`src/rtl/fade_pkg.sv`:
```
package fade_pkg;
    // Width of the rate select field.
    localparam int RATE_W = 2;

    // Number of base units per step for a given rate select: larger code, shorter interval.
    function automatic int unsigned rate_units(input logic [RATE_W-1:0] sel);
        return (2 ** RATE_W) - int'(sel);
    endfunction
endpackage

```
`src/rtl/fade_rate_decode.sv`:
```
module fade_rate_decode #(
    parameter int RATE_W     = 2,
    parameter int BASE_TICKS = 8,
    parameter int CNT_W      = 6
) (
    input  logic [RATE_W-1:0] rate_sel,
    output logic [CNT_W-1:0]  limit
);
    // Interval length in ticks for the selected rate.
    always_comb begin
        limit = CNT_W'(fade_pkg::rate_units(rate_sel) * BASE_TICKS);
    end
endmodule

```
`src/rtl/fade_interval_timer.sv`:
```
module fade_interval_timer #(
    parameter int CNT_W = 6
) (
    input  logic             clk,
    input  logic             rst_n,
    input  logic             run,
    input  logic             restart,
    input  logic             tick,
    input  logic [CNT_W-1:0] limit,
    output logic             step_due
);
    logic [CNT_W-1:0] cnt_d, cnt_q;
    logic             at_end;

    always_comb begin
        at_end   = (cnt_q == (limit - 1'b1));
        step_due = run && tick && !restart && at_end;
        cnt_d    = cnt_q;
        if (!run || restart) begin
            cnt_d = '0;
        end else if (tick) begin
            cnt_d = at_end ? '0 : cnt_q + 1'b1;
        end
    end

    always_ff @(posedge clk) begin
        if (!rst_n) cnt_q <= '0;
        else        cnt_q <= cnt_d;
    end

    // a rate change clears the count.
    p_restart_clears_r8: assert property (@(posedge clk) disable iff (!rst_n)
        (run && restart) |=> (cnt_q == '0));
    // the count stays inside the selected interval.
    p_count_bound_r2: assert property (@(posedge clk) disable iff (!rst_n)
        (run && !restart) |-> (cnt_q < limit));
    // without a tick the count holds.
    p_hold_no_tick_r10: assert property (@(posedge clk) disable iff (!rst_n)
        (run && !restart && !tick) |=> (cnt_q == $past(cnt_q)));
endmodule

```
`src/rtl/fade_stepper.sv`:
```
module fade_stepper #(
    parameter int CODE_W = 5
) (
    input  logic              clk,
    input  logic              rst_n,
    input  logic              wr_en,
    input  logic [CODE_W-1:0] wr_code,
    input  logic              fade_en,
    input  logic              step_due,
    output logic [CODE_W-1:0] level,
    output logic              busy
);
    typedef struct packed {
        logic [CODE_W-1:0] level;
        logic [CODE_W-1:0] target;
        logic              busy;
    } step_state_t;

    step_state_t st_d, st_q;
    logic [CODE_W-1:0] moved;

    always_comb begin
        moved = (st_q.level < st_q.target) ? st_q.level + 1'b1 : st_q.level - 1'b1;
        st_d  = st_q;
        if (st_q.busy) begin
            if (!fade_en) begin
                st_d.level = st_q.target;
                st_d.busy  = 1'b0;
            end else if (step_due) begin
                st_d.level = moved;
                st_d.busy  = (moved != st_q.target);
            end
        end else if (wr_en) begin
            if (!fade_en) begin
                st_d.level  = wr_code;
                st_d.target = wr_code;
            end else if (wr_code != st_q.level) begin
                st_d.target = wr_code;
                st_d.busy   = 1'b1;
            end
        end
    end

    always_ff @(posedge clk) begin
        if (!rst_n) st_q <= '0;
        else        st_q <= st_d;
    end

    assign level = st_q.level;
    assign busy  = st_q.busy;

    // a step moves the code one count toward the target.
    p_one_count_r3: assert property (@(posedge clk) disable iff (!rst_n)
        (st_q.busy && fade_en && step_due) |=>
            ((($past(st_q.level) < $past(st_q.target)) && (st_q.level == CODE_W'($past(st_q.level) + 1'b1))) ||
             (($past(st_q.level) > $past(st_q.target)) && (st_q.level == CODE_W'($past(st_q.level) - 1'b1)))));
    // the target is frozen during a fade.
    p_target_locked_r5: assert property (@(posedge clk) disable iff (!rst_n)
        (st_q.busy && fade_en) |=> $stable(st_q.target));
    // cancel lands on the target.
    p_cancel_jump_r6: assert property (@(posedge clk) disable iff (!rst_n)
        (st_q.busy && !fade_en) |=> (!st_q.busy && st_q.level == st_q.target));
    // direct write applies immediately.
    p_direct_write_r7: assert property (@(posedge clk) disable iff (!rst_n)
        (!st_q.busy && wr_en && !fade_en) |=> (!st_q.busy && st_q.level == $past(wr_code)));
    // busy only while level differs from the target.
    p_busy_gap_r9: assert property (@(posedge clk) disable iff (!rst_n)
        st_q.busy |-> (st_q.level != st_q.target));
endmodule

```
`src/rtl/fade_ctrl.sv`:
```
module fade_ctrl #(
    parameter int CODE_W     = 5,
    parameter int BASE_TICKS = 8
) (
    input  logic                        clk,
    input  logic                        rst_n,
    input  logic                        ms_tick,
    input  logic                        wr_en,
    input  logic [CODE_W-1:0]           wr_code,
    input  logic                        fade_en,
    input  logic [fade_pkg::RATE_W-1:0] rate_sel,
    output logic [CODE_W-1:0]           level,
    output logic                        busy
);
    localparam int RATE_W    = fade_pkg::RATE_W;
    localparam int MAX_TICKS = (2 ** RATE_W) * BASE_TICKS;
    localparam int CNT_W     = $clog2(MAX_TICKS + 1);

    logic [RATE_W-1:0] rate_d, rate_q;
    logic [CNT_W-1:0]  limit;
    logic              rate_moved;
    logic              step_due;

    always_comb begin
        rate_d     = rate_sel;
        rate_moved = (rate_sel != rate_q);
    end

    always_ff @(posedge clk) begin
        if (!rst_n) rate_q <= '0;
        else        rate_q <= rate_d;
    end

    fade_rate_decode #(
        .RATE_W    (RATE_W),
        .BASE_TICKS(BASE_TICKS),
        .CNT_W     (CNT_W)
    ) u_rate (
        .rate_sel(rate_sel),
        .limit   (limit)
    );

    fade_interval_timer #(
        .CNT_W(CNT_W)
    ) u_timer (
        .clk     (clk),
        .rst_n   (rst_n),
        .run     (busy),
        .restart (rate_moved),
        .tick    (ms_tick),
        .limit   (limit),
        .step_due(step_due)
    );

    fade_stepper #(
        .CODE_W(CODE_W)
    ) u_step (
        .clk     (clk),
        .rst_n   (rst_n),
        .wr_en   (wr_en),
        .wr_code (wr_code),
        .fade_en (fade_en),
        .step_due(step_due),
        .level   (level),
        .busy    (busy)
    );

    // no tick, no motion while fading.
    p_tick_gates_r10: assert property (@(posedge clk) disable iff (!rst_n)
        (busy && fade_en && !ms_tick) |=> $stable(level));
    // the edge seeing a rate change never steps.
    p_rate_edge_quiet_r8: assert property (@(posedge clk) disable iff (!rst_n)
        (busy && fade_en && rate_moved) |=> $stable(level));
endmodule

```
`config.mk`:
```
export PLATFORM = sky130hd
export DESIGN_NAME = fade_ctrl
export DESIGN_NICKNAME = d
export VERILOG_FILES = /design/src/rtl/fade_pkg.sv /design/src/rtl/fade_rate_decode.sv /design/src/rtl/fade_interval_timer.sv /design/src/rtl/fade_stepper.sv /design/src/rtl/fade_ctrl.sv
export SDC_FILE = /design/constraint.sdc
export NUM_CORES = 1
export LEC_CHECK = 0
export ABC_AREA = 1
export BUFFER_PORTS_ARGS = -buffer_cell sky130_fd_sc_hd__buf_2
export CAP_MARGIN = 5
export CORE_MARGIN = 2
export CORE_UTILIZATION = 58
export DETAILED_ROUTE_END_ITERATION = 8
export PLACE_DENSITY_LB_ADDON = 0.25
export SYNTH_ARGS = -nofsm -noshare
export SYNTH_HDL_FRONTEND = slang
export SYNTH_HIERARCHICAL = 1
export SYNTH_SLANG_ARGS = --single-unit
```
`constraint.sdc`:
```
create_clock -name clk -period 2.6 [get_ports clk]
set_clock_uncertainty 0.15 [all_clocks]
set_input_delay 0.52 -clock clk [delete_from_list [all_inputs] [get_ports clk]]
set_output_delay 0.52 -clock clk [all_outputs]
set_load 0.005 [all_outputs]
```
# Word level (Yosys, flattened, before mapping)
# Cells that the tools add are included.
[classes]
mux = 13
magnitude_cmp = 1
bitwise = 2
n_reduce_logical = 10
n_eq_ne = 7
n_addsub = 5
[ops]
columns = ["op", "n"]
rows = [
  ["2-to-1 mux 5 bit", 6],
  ["2-to-1 mux 6 bit", 2],
  ["2-to-1 mux 11 bit", 1],
  ["inequality test 5 bit", 2],
  ["adder 6 x 1 -> 6 bit, second input constant", 1],
  ["== test 6 bit", 1],
  ["inequality test 2 x 1 -> 1 bit, second input constant", 3],
  ["AND reduction 3 bit", 2],
  ["subtractor 6 x 1 -> 6 bit, second input constant", 1],
  ["adder 5 x 1 -> 5 bit, second input constant", 1],
  ["less-than comparator 5 bit", 1],
  ["subtractor 5 x 1 -> 5 bit, second input constant", 1],
  ["2-to-1 mux 1 bit", 4],
  ["logical AND 1 bit", 3],
  ["subtractor 3 x 2 -> 3 bit, first input constant", 1],
  ["logical NOT 1 bit", 2],
  ["inequality test 2 bit", 1],
  ["NOT 1 bit", 2],
  ["nonzero test 2 bit", 1],
  ["OR reduction 2 bit", 1],
  ["logical OR 1 bit", 1],
]
[word_totals]
regBits = 19
word_cells = 43
out_inout_bits = 6

# Longest topological paths before layout
[depth]
ltp_word = 7
mapped_depth = 19

# By module
# Netlist, hierarchy kept.
[modules_own_cells]
columns = ["mod", "instances", "seq_area_each_um2", "cells_per_inst", "area_each_um2"]
rows = [
  ["fade_stepper", 1, 220.2, 156, 992.2],
  ["fade_interval_timer", 1, 120.1, 85, 498.0],
  ["fade_ctrl", 1, 40.0, 13, 86.3],
  ["fade_rate_decode", 1, 0.0, 8, 53.8],
]

# Least setup slack after synthesis
# No wires, ideal clock.
[synth_path]
path_kind = "reg-to-reg"
startpoint = "register u_step/st_q[4] (netlist name)"
endpoint = "register u_step.st_q, in the netlist u_step/busy"
setup_time_ps = 120
t_arrival_ps = 2107
stages_incl_launch_ff = 19
synth_period_minus_slack_ps = 2377
required_time_ps = 2330
path_slack_ps = 223
cell_sequence = "dfxtp_1 -> inv_1 -> ha_1 -> nand2_1 -> inv_1 -> nand2_1 -> nand2_1 -> nor2_1 -> fa_1 -> nand2_1 -> nand3_1 -> nor2_1 -> nand2_1 -> nor2_1 -> nand2_1 -> nor2_1 -> nand3_1 -> nand2_1 -> a21oi_1"
[synth_between]
elab_chain_len = 6
[synth_rtl]
columns = ["element", "line_no", "text"]
rows = [
  ["start: declaration", "fade_stepper.sv:19", "step_state_t st_d, st_q;"],
  ["start signal: assignment", "fade_stepper.sv:46", "else st_q <= st_d;"],
  ["less-than comparator 5 bit", "fade_stepper.sv:23", "moved = (st_q.level < st_q.target) ? st_q.level + 1'b1 : st_q.level - 1'b1;"],
  ["2-to-1 mux 5 bit", "fade_stepper.sv:23", ""],
  ["inequality test 5 bit *", "fade_stepper.sv:31", "st_d.busy = (moved != st_q.target);"],
  ["2-to-1 mux 1 bit *", "fade_stepper.sv:29", "end else if (step_due) begin"],
  ["2-to-1 mux 1 bit *", "fade_stepper.sv:26", "if (!fade_en) begin"],
  ["2-to-1 mux 1 bit *", "fade_stepper.sv:25", "if (st_q.busy) begin"],
]
# Every way passes the cells marked *; elsewhere a longest branch is shown, timed or not.
# A chain may end at the register's enable or synchronous reset.

# Worst setup path in the final report
[layout_path]
startpoint = "register u_step/st_q[5] (netlist name)"
endpoint = "register u_step.st_q, in the netlist u_step/busy"
# Same word-level chain as after synthesis.

==> results.yml <==
status:
  status: "finished, violations left"
  violations: "setup timing"
sta:
  setup_viol: 1
  slew-limit-headroom: 0.644
  layout_min_cycle_time_ns: 2.66
  fmax_mhz: 376
  drv_slew: 0
  setup_tns_ns: -0.0616
  tightest_slew_ns: 0.532
  fin_ws_ns: -0.0616
  period_share: 1.02
  hold_viol_final: 0
  rsz0062_at_grt: "true"
floorplan:
  dieArea_um2: 3250
  fp-row-count: 19
  chipHeight_um: 57.0
  die-width_um: 57.0
  core-area_um2: 2710
  ios: 18
  initial_core_util: 0.602
logic_synthesis:
  yosys_warnings: 6
  yosysUniqueCellTypes: 29
  syn_avg_cell_area_um2: 6.22
  syn_inst: 262
  ys_seq_elements: 19
  yosysSeqAreaShare: 0.233
  synth_area_um2: 1630
drt:
  wl_per_cell_um: 13.3
  via_per_inst: 5.44
  drt_pass1_iterations: 5
  ant_nets: 0
  drt_wl_total_um: 4220
  drt_drc_violations_left: 0
  num_vias: 1729
  drtIter0Drc: 123
clocking:
  cts.sinks: 19
  insertion_delay_ns: 0.30
  root_buffer: "clkbuf_4"
  clockBufferDepth: 2
  cts_buffers: 3
  hold_buffers: 0
  cts_max_level: 1
  path_clk_slew_ns: 0.10
  cts_tree: "built"
power:
  p_clk_frac: 0.176
  vdd_ir_drop_max_v: 0.000418
  power_leakage_nw: 0.974
  switching_share: 0.390
  p_switching_mw: 0.335
  seq_power_share: 0.372
  p_total_mw: 0.859
  power_density_nw_per_um2: 438
  p_int_mw: 0.524
  combPwrFrac: 0.452
placement:
  dp_slack_ns: -0.0399
  dp_hpwl_um: 2920
  dp.cells: 313
  place.gp.congestion: 0.851
  io_buffers: 17
setup_path:
  cp-end-kind: "flip-flop"
  critPathRequiredTime_ns: 2.64
  reg2regPathDepth: 16
  rrSetupSlack_ns: -0.06
  crit_type: "reg2reg"
  worst_r2r_endpoint: "u_step/busy"
  start_kind: "flip-flop"
  arrival_ns: 2.70
  r2r_start: "u_step/st_q[5]"
  worst-path-max-fanout: 3
job:
  maxCapViolations: 0
grt:
  grt_max_degree: 11
  antenna_found_initial: 0
  grt_overflow: 0
  grtUsageTotal: 0.238
  grt_pass1_wl_um: 6200
  grt_pass1_vias: 1462
layout:
  fin_util: 0.723
  final_nets: 312
  drive_gt1_frac: 0.254
  syn_to_final_growth_pct: 20.3
  layout_commonest_cell: "nand2_1"
  n_antenna_cell: 0
  final_cell_count_no_fill: 318
  mostFrequentLayoutCells: "nand2_1, inv_1, nor2_1, nand3_1, buf_2"
worst_hold_path:
  whs_endpoint: "rate_q[1]"
  hold_path.class: "in2reg"
  hold_path_startpoint: "rate_sel[1]"
  worstHoldPathCells: 3
-- state kept, by name, indices dropped and copies added (netlist names) --
name and count:
u_step/busy 1, u_timer/cnt_q 6, rate_q 2, u_step/level 5, u_step/st_q 5
-- synthesized netlist by cell type (all sizes together) --
library cell  instances  area [µm²]
nand2                67         254
o22ai                 3        18.8
nor3                  2        15.0
inv                  46         173
dfxtp                19         380
clkbuf                1        5.00
a31oi                 4        25.0
xor2                  8        70.1
o21bai                1        7.51
or2                   1        6.26
a21oi                15        78.8
o21ai                10        50.1
xnor2                 3        26.3
fa                    1        20.0
mux2i                 1        10.0
buf                  10        72.6
o211ai                2        15.0
nand3                23         120
conb                  1        3.75
nor2                 33         141
ha                   11         138
-- final cells by class --
type / count / area [µm²]
multi-input cells: 188 / 1150
fillers: 224 / 749
flip-flops and latches: 19 / 390
repair buffers: 30 / 183
inverters: 46 / 175
well taps: 31 / 38.8
clock buffers: 4 / 26.3
-- what timing repair did --
item / CTS / global route
endpoints found under the setup margin: 1 / 3
buffers inserted: 0 / 1
pin swaps: 0 / 17
gates resized for setup: 2 / 35
-- power by group through the flow --
stage                     logic, mW  clock network, mW  registers [mW]
after floorplan               0.223                  0           0.323
after global placement        0.293                  0           0.321
after detailed placement      0.298                  0           0.321
after CTS                     0.302              0.162           0.315
after global routing          0.431              0.171           0.321
final                         0.388              0.152           0.319
-- worst max-delay path by stage --
| stage | slack, ns | to | depth (start not counted) | from |
|---|---|---|---|---|
| 3_3_place_gp | -0.01 | u_step/busy | 18 | u_step/st_q[4] |
| 4_1_cts | 0.02 | u_step/busy | 18 | u_step/st_q[5] |
| 6_report | -0.06 | u_step/busy | 16 | u_step/st_q[5] |
| 2_1_floorplan | 0.22 | u_step/busy | 18 | u_step/st_q[4] |
| 3_5_place_dp | -0.04 | u_step/busy | 18 | u_step/st_q[4] |
| 5_1_grt | -0.14 | u_step/busy | 16 | u_step/st_q[5] |
-- critical path: stages, from the launching register on --
cell	delay, ns
dfxtp_2	0.36
inv_2	0.06
ha_4	0.31
nand3_2	0.10
nor2_4	0.14
nor2_4	0.05
fa_1	0.52
nand2_1	0.08
nand3_1	0.06
nor2_1	0.12
nand2_1	0.07
nor2_2	0.13
nand2_1	0.06
nor2_1	0.11
nand3_1	0.08
nand2_1	0.10
a21oi_2	0.06
-- per-stage QoR --
stage,cell area [µm²],hold WS [ns]
after floorplan,1640,0.313
after global placement,1770,0.333
after detailed placement,1770,0.338
after CTS,1800,0.278
after global routing,1960,0.303
final,1960,0.289
-- logic make-up (layout without fill, tap and decap cells) --
family,count (synthesis),count (layout),synth area share
and+or+nand+nor,126,126,0.329
adders and majority gates,12,12,0.0967
DFF,19,19,0.233
other,1,3,0.00230
muxes,1,1,0.00614
xor gates and xnor gates,11,11,0.0591
AOI/OAI and AO/OA,35,35,0.120
buffers and inverters,57,80,0.153
-- per-layer routing --
| layer | vias up | part of all wire | track usage |
|---|---|---|---|
| met4 | 0 | 0.021 | 0.0299 |
| met3 | 15 | 0.078 | 0.0499 |
| met1 | 758 | 0.43 | 0.333 |
| met5 | - | 0 | 0 |
| met2 | 87 | 0.47 | 0.391 |
| li1 | 869 | - | - |
No activity file was read; power rests on OpenSTA's default activity.
